$ cat config.mk
export PLATFORM = sky130hd
export DESIGN_NAME = addr_watch_unit
export DESIGN_NICKNAME = d
export VERILOG_FILES = /design/src/rtl/awu_pkg.sv /design/src/rtl/awu_line_reg.sv /design/src/rtl/awu_snoop_match.sv /design/src/rtl/awu_wait_ctrl.sv /design/src/rtl/addr_watch_unit.sv
export SDC_FILE = /design/constraint.sdc
export NUM_CORES = 1
export LEC_CHECK = 0
export BUFFER_PORTS_ARGS = -buffer_cell sky130_fd_sc_hd__buf_4
export CORE_ASPECT_RATIO = 0.75
export CORE_MARGIN = 8
export CORE_UTILIZATION = 47
export CTS_CLUSTER_DIAMETER = 100
export DETAILED_ROUTE_END_ITERATION = 10
export PLACE_DENSITY = 0.81
export SYNTH_ARGS = -nofsm -noshare
export SYNTH_HDL_FRONTEND = slang
export SYNTH_SLANG_ARGS = --single-unit
$ cat constraint.sdc
create_clock -name clk -period 3.3 [get_ports clk]
set_clock_uncertainty 0.2 [all_clocks]
set_input_delay 0.66 -clock clk [delete_from_list [all_inputs] [get_ports clk]]
set_output_delay 0.66 -clock clk [all_outputs]
set_load 0.005 [all_outputs]
$ cat src/rtl/awu_pkg.sv
package awu_pkg;

  typedef enum logic [1:0] {
    RSN_WRITE = 2'b00,
    RSN_INTR  = 2'b01,
    RSN_FAULT = 2'b10,
    RSN_INVAL = 2'b11
  } wake_rsn_e;

  typedef enum logic [1:0] {
    MON_OFF   = 2'b00,
    MON_ARMED = 2'b01,
    MON_TRIG  = 2'b10
  } mon_state_e;

  // Largest power of two not above v (0 stays 0).
  function automatic logic [31:0] floor_pow2(input logic [31:0] v);
    logic [31:0] p;
    p = '0;
    for (int i = 0; i < 32; i++) begin
      if (v[i]) p = 32'd1 << i;
    end
    return p;
  endfunction

  // Clamp a requested granule into [lo, hi]; lo and hi are powers of two.
  function automatic logic [31:0] clamp_line(input logic [31:0] req,
                                              input logic [31:0] lo,
                                              input logic [31:0] hi);
    if (req < lo) return lo;
    if (req > hi) return hi;
    return floor_pow2(req);
  endfunction

  // Address mask that keeps the bits above a power-of-two granule.
  function automatic logic [31:0] line_mask(input logic [31:0] sz);
    return ~(sz - 32'd1);
  endfunction

  // Wake reason priority while stalled; invalidate is the fallback.
  function automatic wake_rsn_e pick_reason(input logic wr,
                                            input logic flt,
                                            input logic irq);
    if (wr)  return RSN_WRITE;
    if (flt) return RSN_FAULT;
    if (irq) return RSN_INTR;
    return RSN_INVAL;
  endfunction

endpackage

$ cat src/rtl/awu_line_reg.sv
module awu_line_reg
  import awu_pkg::*;
#(
  parameter int AW       = 32,
  parameter int LW       = 16,
  parameter int MIN_LINE = 64,
  parameter int MAX_LINE = 128
) (
  input  logic          clk,
  input  logic          rst_n,
  input  logic          wr_en,
  input  logic [LW-1:0] wr_data,
  output logic [LW-1:0] line_size,
  output logic [AW-1:0] addr_mask
);

  logic [LW-1:0] line_q;

  always_ff @(posedge clk) begin
    if (!rst_n) begin
      line_q <= LW'(MIN_LINE);
    end else if (wr_en) begin
      line_q <= LW'(clamp_line(32'(wr_data), 32'(MIN_LINE), 32'(MAX_LINE)));
    end
  end

  assign line_size = line_q;
  assign addr_mask = AW'(line_mask(32'(line_q)));

endmodule

$ cat src/rtl/awu_snoop_match.sv
module awu_snoop_match #(
  parameter int AW = 32
) (
  input  logic          clk,
  input  logic          rst_n,
  input  logic          load,
  input  logic [AW-1:0] load_addr,
  input  logic [AW-1:0] addr_mask,
  input  logic          snp_valid,
  input  logic          snp_wb,
  input  logic [AW-1:0] snp_addr,
  output logic          hit
);

  logic [AW-1:0] watch_q;

  always_ff @(posedge clk) begin
    if (!rst_n) begin
      watch_q <= '0;
    end else if (load) begin
      watch_q <= load_addr;
    end
  end

  // Only write-back stores inside the same granule count.
  assign hit = snp_valid && snp_wb &&
               ((snp_addr & addr_mask) == (watch_q & addr_mask));

endmodule

$ cat src/rtl/awu_wait_ctrl.sv
module awu_wait_ctrl
  import awu_pkg::*;
(
  input  logic       clk,
  input  logic       rst_n,
  input  logic       cmd_ok,
  input  logic       arm_valid,
  input  logic       arm_wb,
  input  logic       wait_valid,
  input  logic       snoop_hit,
  input  logic       ev_intr,
  input  logic       ev_fault,
  input  logic       ev_inval,
  output logic       arm_load,
  output logic       armed_hit,
  output logic       stall,
  output logic       wake_pulse,
  output logic [1:0] wake_rsn,
  output logic       cmd_fault
);

  mon_state_e mon_q;
  wake_rsn_e  trig_q;
  wake_rsn_e  rsn_q;
  logic       wait_q;
  logic       wake_q;
  logic       flt_q;

  logic       arm_go;
  logic       wait_go;
  logic       bad_cmd;
  logic       arm_trig;
  logic       wake_any;
  wake_rsn_e  wake_sel;
  wake_rsn_e  idle_sel;

  assign armed_hit = (mon_q == MON_ARMED) && snoop_hit;
  assign arm_trig  = (mon_q == MON_ARMED) && (snoop_hit || ev_inval);
  assign arm_go    = !wait_q && arm_valid && cmd_ok;
  assign wait_go   = !wait_q && wait_valid && cmd_ok && !arm_valid;
  assign bad_cmd   = !wait_q && !cmd_ok && (arm_valid || wait_valid);
  assign arm_load  = arm_go && arm_wb;
  assign wake_any  = armed_hit || ev_fault || ev_intr || ev_inval;
  assign wake_sel  = pick_reason(armed_hit, ev_fault, ev_intr);
  assign idle_sel  = snoop_hit ? RSN_WRITE : RSN_INVAL;

  always_ff @(posedge clk) begin
    if (!rst_n) begin
      mon_q  <= MON_OFF;
      trig_q <= RSN_WRITE;
      rsn_q  <= RSN_WRITE;
      wait_q <= 1'b0;
      wake_q <= 1'b0;
      flt_q  <= 1'b0;
    end else begin
      flt_q  <= bad_cmd;
      wake_q <= 1'b0;
      if (wait_q) begin
        if (wake_any) begin
          wait_q <= 1'b0;
          wake_q <= 1'b1;
          rsn_q  <= wake_sel;
          mon_q  <= MON_TRIG;
          trig_q <= wake_sel;
        end
      end else if (arm_go) begin
        mon_q <= arm_wb ? MON_ARMED : MON_OFF;
      end else begin
        if (arm_trig) begin
          mon_q  <= MON_TRIG;
          trig_q <= idle_sel;
        end
        if (wait_go) begin
          if (mon_q == MON_TRIG) begin
            wake_q <= 1'b1;
            rsn_q  <= trig_q;
          end else if (arm_trig) begin
            wake_q <= 1'b1;
            rsn_q  <= idle_sel;
          end else begin
            wait_q <= 1'b1;
          end
        end
      end
    end
  end

  assign stall      = wait_q;
  assign wake_pulse = wake_q;
  assign wake_rsn   = rsn_q;
  assign cmd_fault  = flt_q;

endmodule

$ cat src/rtl/addr_watch_unit.sv
module addr_watch_unit
  import awu_pkg::*;
#(
  parameter int AW       = 32,
  parameter int LW       = 16,
  parameter int PLW      = 2,
  parameter int MIN_LINE = 64,
  parameter int MAX_LINE = 128
) (
  input  logic           clk,
  input  logic           rst_n,
  input  logic [PLW-1:0] cpl,
  input  logic           arm_valid,
  input  logic [AW-1:0]  arm_addr,
  input  logic           arm_wb,
  input  logic           wait_valid,
  input  logic           snp_valid,
  input  logic [AW-1:0]  snp_addr,
  input  logic           snp_wb,
  input  logic           ev_intr,
  input  logic           ev_fault,
  input  logic           ev_inval,
  input  logic           ev_pwr,
  input  logic           gran_wr,
  input  logic [LW-1:0]  gran_wdata,
  output logic [LW-1:0]  gran_size,
  output logic [LW-1:0]  gran_min,
  output logic [LW-1:0]  gran_max,
  output logic           stall,
  output logic           wake_pulse,
  output logic [1:0]     wake_reason,
  output logic           cmd_fault
);

  logic          cmd_ok;
  logic          arm_load;
  logic          snoop_hit;
  logic          watch_hit;
  logic [AW-1:0] addr_mask;

  assign cmd_ok   = (cpl == '0);
  assign gran_min = LW'(MIN_LINE);
  assign gran_max = LW'(MAX_LINE);

  awu_line_reg #(
    .AW(AW), .LW(LW), .MIN_LINE(MIN_LINE), .MAX_LINE(MAX_LINE)
  ) u_line (
    .clk(clk), .rst_n(rst_n), .wr_en(gran_wr), .wr_data(gran_wdata),
    .line_size(gran_size), .addr_mask(addr_mask)
  );

  awu_snoop_match #(.AW(AW)) u_match (
    .clk(clk), .rst_n(rst_n), .load(arm_load), .load_addr(arm_addr),
    .addr_mask(addr_mask), .snp_valid(snp_valid), .snp_wb(snp_wb),
    .snp_addr(snp_addr), .hit(snoop_hit)
  );

  awu_wait_ctrl u_ctrl (
    .clk(clk), .rst_n(rst_n), .cmd_ok(cmd_ok), .arm_valid(arm_valid),
    .arm_wb(arm_wb), .wait_valid(wait_valid), .snoop_hit(snoop_hit),
    .ev_intr(ev_intr), .ev_fault(ev_fault), .ev_inval(ev_inval),
    .arm_load(arm_load), .armed_hit(watch_hit), .stall(stall),
    .wake_pulse(wake_pulse), .wake_rsn(wake_reason), .cmd_fault(cmd_fault)
  );

endmodule

==> results_dict.tcl <==
set metrics [dict create \
    outcome "finished, final reports clean" \
    p_switching_w 0.0003805 \
    tns_ns 0 \
    avgSynthCellArea_um2 8.301 \
    timing.hold.ws_ns 0.2674 \
    dieArea_mm2 0.009511 \
    cpPeakStageDelay_ns 0.64 \
    start_kind "flop" \
    dr.pass1.iters 4 \
    grt_first_pass_wirelength_mm 14.14 \
    crit_arrival_ns 3.14 \
    clockBufferDepth 2 \
    ir_worst_vdd_mv 0.2184 \
    leakage_nw 1.829 \
    numClockSinks 57 \
    path_max_fanout 8 \
    cp-end-kind "flop" \
    cts_tree "built" \
    drive_above_1_share_pct 28.01 \
    antenna_found_initial 0 \
    fin_crit_ns 3.113 \
    synth_edf_count 0 \
    grt-ovfl-total 0 \
    post-cts-setup-buffer-count 0 \
    ys_seq_elements 57 \
    layout.nets 573 \
    place_congestion 0.8633 \
    start_util_pct 49.02 \
    seq_area_frac_synth_pct 36.66 \
    drcViolationCount 0 \
    internal_power_w 0.001103 \
    die_y_um 86.48 \
    path_class "flop to flop" \
    max_freq_mhz 321.2 \
    wl_mm 8.897 \
    post-dp-hpwl_mm 6.956 \
    fill_cells 569 \
    track_usage_pct 18.90 \
    synth_largest_area_cell "dfxtp_1" \
    power_frac_seq_pct 48.3 \
    power_frac_comb_pct 14.5 \
    cp_slowest_cell "or4b_1" \
    ios 147 \
    min_path_cells 2 \
    synth_cell_type_count 58 \
    diodes 0 \
    worstReg2RegEnd "u_ctrl.trig_q[1]$_SDFFE_PN0P_" \
    cp.required_ns 3.33 \
    power.total_w 0.001483 \
    clk_latency_ns 0.33 \
    r2r_start "u_line.line_size[0]$_SDFFE_PN0P_" \
    synth_area_leaders "dfxtp_1 37%, nand2_1 9.3%, xor2_1 9.3%" \
    rsz0062_at_grt "no" \
    clkPwrFrac_pct 37.2 \
    hold_viol_final 0 \
    cts_hold_buffers 0 \
    hp-start "u_match.watch_q[26]$_SDFFE_PN0P_" \
    cts-buffers-inserted 9 \
    reg2regPathDepth 9 \
    swShare_pct 25.65 \
    ctsHtreeMaxLevel 3 \
    wl_per_cell_um 15.80 \
    worst_pin_slew_ns 0.6537 \
    powerDensity_mw_per_mm2 370.0 \
    final_antenna_net_count 0 \
    io_buffers 106 \
    cts_resized 0 \
    max_slew_margin_pct 55.81 \
    path_cells "inv_1 -> ha_1 -> or4b_1 -> or4_1 -> o21ai_1 -> nand4_1 -> a211o_1 -> a22o_1 -> o22a_1" \
    ys_async_sr_fraction_pct 0 \
    avgViaCountPerCell 5.140 \
    ys.flop_type "dfxtp_1" \
    hold_path_end "u_match.watch_q[26]$_SDFFE_PN0P_" \
    num_vias 2894 \
    placeableCoreArea_mm2 0.006350 \
    maxSlewViolCount 0 \
    syn_inst 375 \
    netlist_area_mm2 0.003113 \
    rows 25 \
    rrSetupSlack_ns 0.19 \
    ys_warn_count 0 \
    finalSetupViolCount 0 \
    grt_pass1_vias 2964 \
    die_w_um 110.0 \
    syn2layout_area_growth_pct 28.78 \
    worstHoldPathType "flop to flop" \
    maxCapViolCount 0 \
    fin_crit_sh_pct 94.34 \
    drt-initial-drc-count 105 \
    synth_top_area_share_pct 36.66 \
    grt_max_degree 34 \
    clockRootBuffer "clkbuf_8" \
    clkTransAtPathRegs_ns 0.07 \
]
## layout make-up
cell class,instances,area [µm²],share of cell area (%)
inverters,5,18.77,0.4682
clock buffers,11,141.4,3.527
multi-input cells,296,1768,44.10
repair buffers,109,818.3,20.41
well taps,81,101.3,2.528
clock inverters,4,20.02,0.4994
flip-flops and latches,57,1141,28.46
## cell usage after synthesis (all sizes together), types with 3 or more instances
library cell,number
nor3,9
buf,33
o21ai,5
a21oi,36
nor2,8
nand4,5
a31oi,3
inv,5
o211ai,3
clkbuf,14
or4,4
nand2b,3
nor4,10
and3,3
nand2,77
dfxtp,57
a22oi,3
xnor2,9
xor2,33
and2,13
## layout by cell type (no fill, tap or decap), drive strengths merged, types with 3 or more instances in the layout
cell / instances
a21oi: 36
a22oi: 3
a31oi: 3
and2: 13
and3: 3
buf: 109
clkbuf: 11
clkinv: 4
conb: 32
dfxtp: 57
inv: 5
nand2: 77
nand2b: 3
nand4: 5
nor2: 8
nor3: 9
nor4: 10
o211ai: 3
o21ai: 5
or4: 4
xnor2: 9
xor2: 33
## critical path, delay by kind of cell (launching register included)
| family | cells | cell delay, ns |
|---|---|---|
| adders and majority gates | 1 | 0.23 |
| and+or+nand+nor | 3 | 1.21 |
| DFF | 1 | 0.35 |
| AOI/OAI and AO/OA | 4 | 0.92 |
| buffers and inverters | 1 | 0.11 |
## metrics by stage
stage / setup slack [ns] / cells / util, % / instance area (µm²)
2_1_floorplan: 0.4919 / 405 / - / 3226
3_3_place_gp: 0.2827 / 548 / 60.59 / 3847
3_5_place_dp: 0.2171 / 548 / 60.59 / 3847
4_1_cts: 0.2090 / 563 / 63.13 / 4009
5_1_grt: 0.01899 / 563 / 63.13 / 4009
6_report: 0.1868 / 563 / 63.13 / 4009
## registers in the layout, summed over array words and instances, names as in the netlist
name / cells
u_ctrl.mon_q: 2
u_ctrl.stall: 1
u_match.watch_q: 32
u_ctrl.wake_rsn: 2
u_line.line_size: 16
u_ctrl.cmd_fault: 1
u_ctrl.wake_pulse: 1
u_ctrl.trig_q: 2
## how the worst max path moves through the flow
stage	start	end	slack, ns	depth (start not counted)
4_1_cts	u_line.line_size[0]$_SDFFE_PN0P_	u_ctrl.trig_q[1]$_SDFFE_PN0P_	0.21	10
2_1_floorplan	u_line.line_size[0]$_SDFFE_PN0P_	u_ctrl.trig_q[0]$_SDFFE_PN0P_	0.49	10
5_1_grt	u_line.line_size[0]$_SDFFE_PN0P_	u_ctrl.trig_q[0]$_SDFFE_PN0P_	0.02	9
3_3_place_gp	u_line.line_size[0]$_SDFFE_PN0P_	u_ctrl.trig_q[1]$_SDFFE_PN0P_	0.28	9
6_report	u_line.line_size[0]$_SDFFE_PN0P_	u_ctrl.trig_q[1]$_SDFFE_PN0P_	0.19	9
3_5_place_dp	u_line.line_size[0]$_SDFFE_PN0P_	u_ctrl.trig_q[1]$_SDFFE_PN0P_	0.22	9
## routing by layer
layer,global-route usage (%),share of wire [%],up-vias,wire [µm]
met3,10.45,12,6,1112
met5,0,0,-,0
met2,29.06,46,123,4090
li1,-,-,1428,-
met1,21.73,41,1337,3619
met4,5.990,0.83,0,74
## logic make-up (layout without fill, tap and decap cells)
group	after synthesis	after routing	synth area share [%]
XOR/XNOR	42	42	11.82
AND/OR/NAND/NOR	148	148	24.40
other	2	32	0.2412
AO/OA/AOI/OAI	73	73	16.32
buffers and inverters	52	129	10.17
flip-flops	57	57	36.66
adder cells (fa/ha/maj)	1	1	0.4019
## power groups by stage
stage | clock (W) | sequential, W | combinational (W)
after CTS | 0.000569 | 0.000716 | 0.000214
after global placement | 0 | 0.000730 | 0.000208
after detailed placement | 0 | 0.000731 | 0.000212
after global routing | 0.000603 | 0.000718 | 0.000235
after floorplan | 0 | 0.000728 | 0.000129
final | 0.000551 | 0.000717 | 0.000215
No activity file was read; power rests on OpenSTA's default activity.
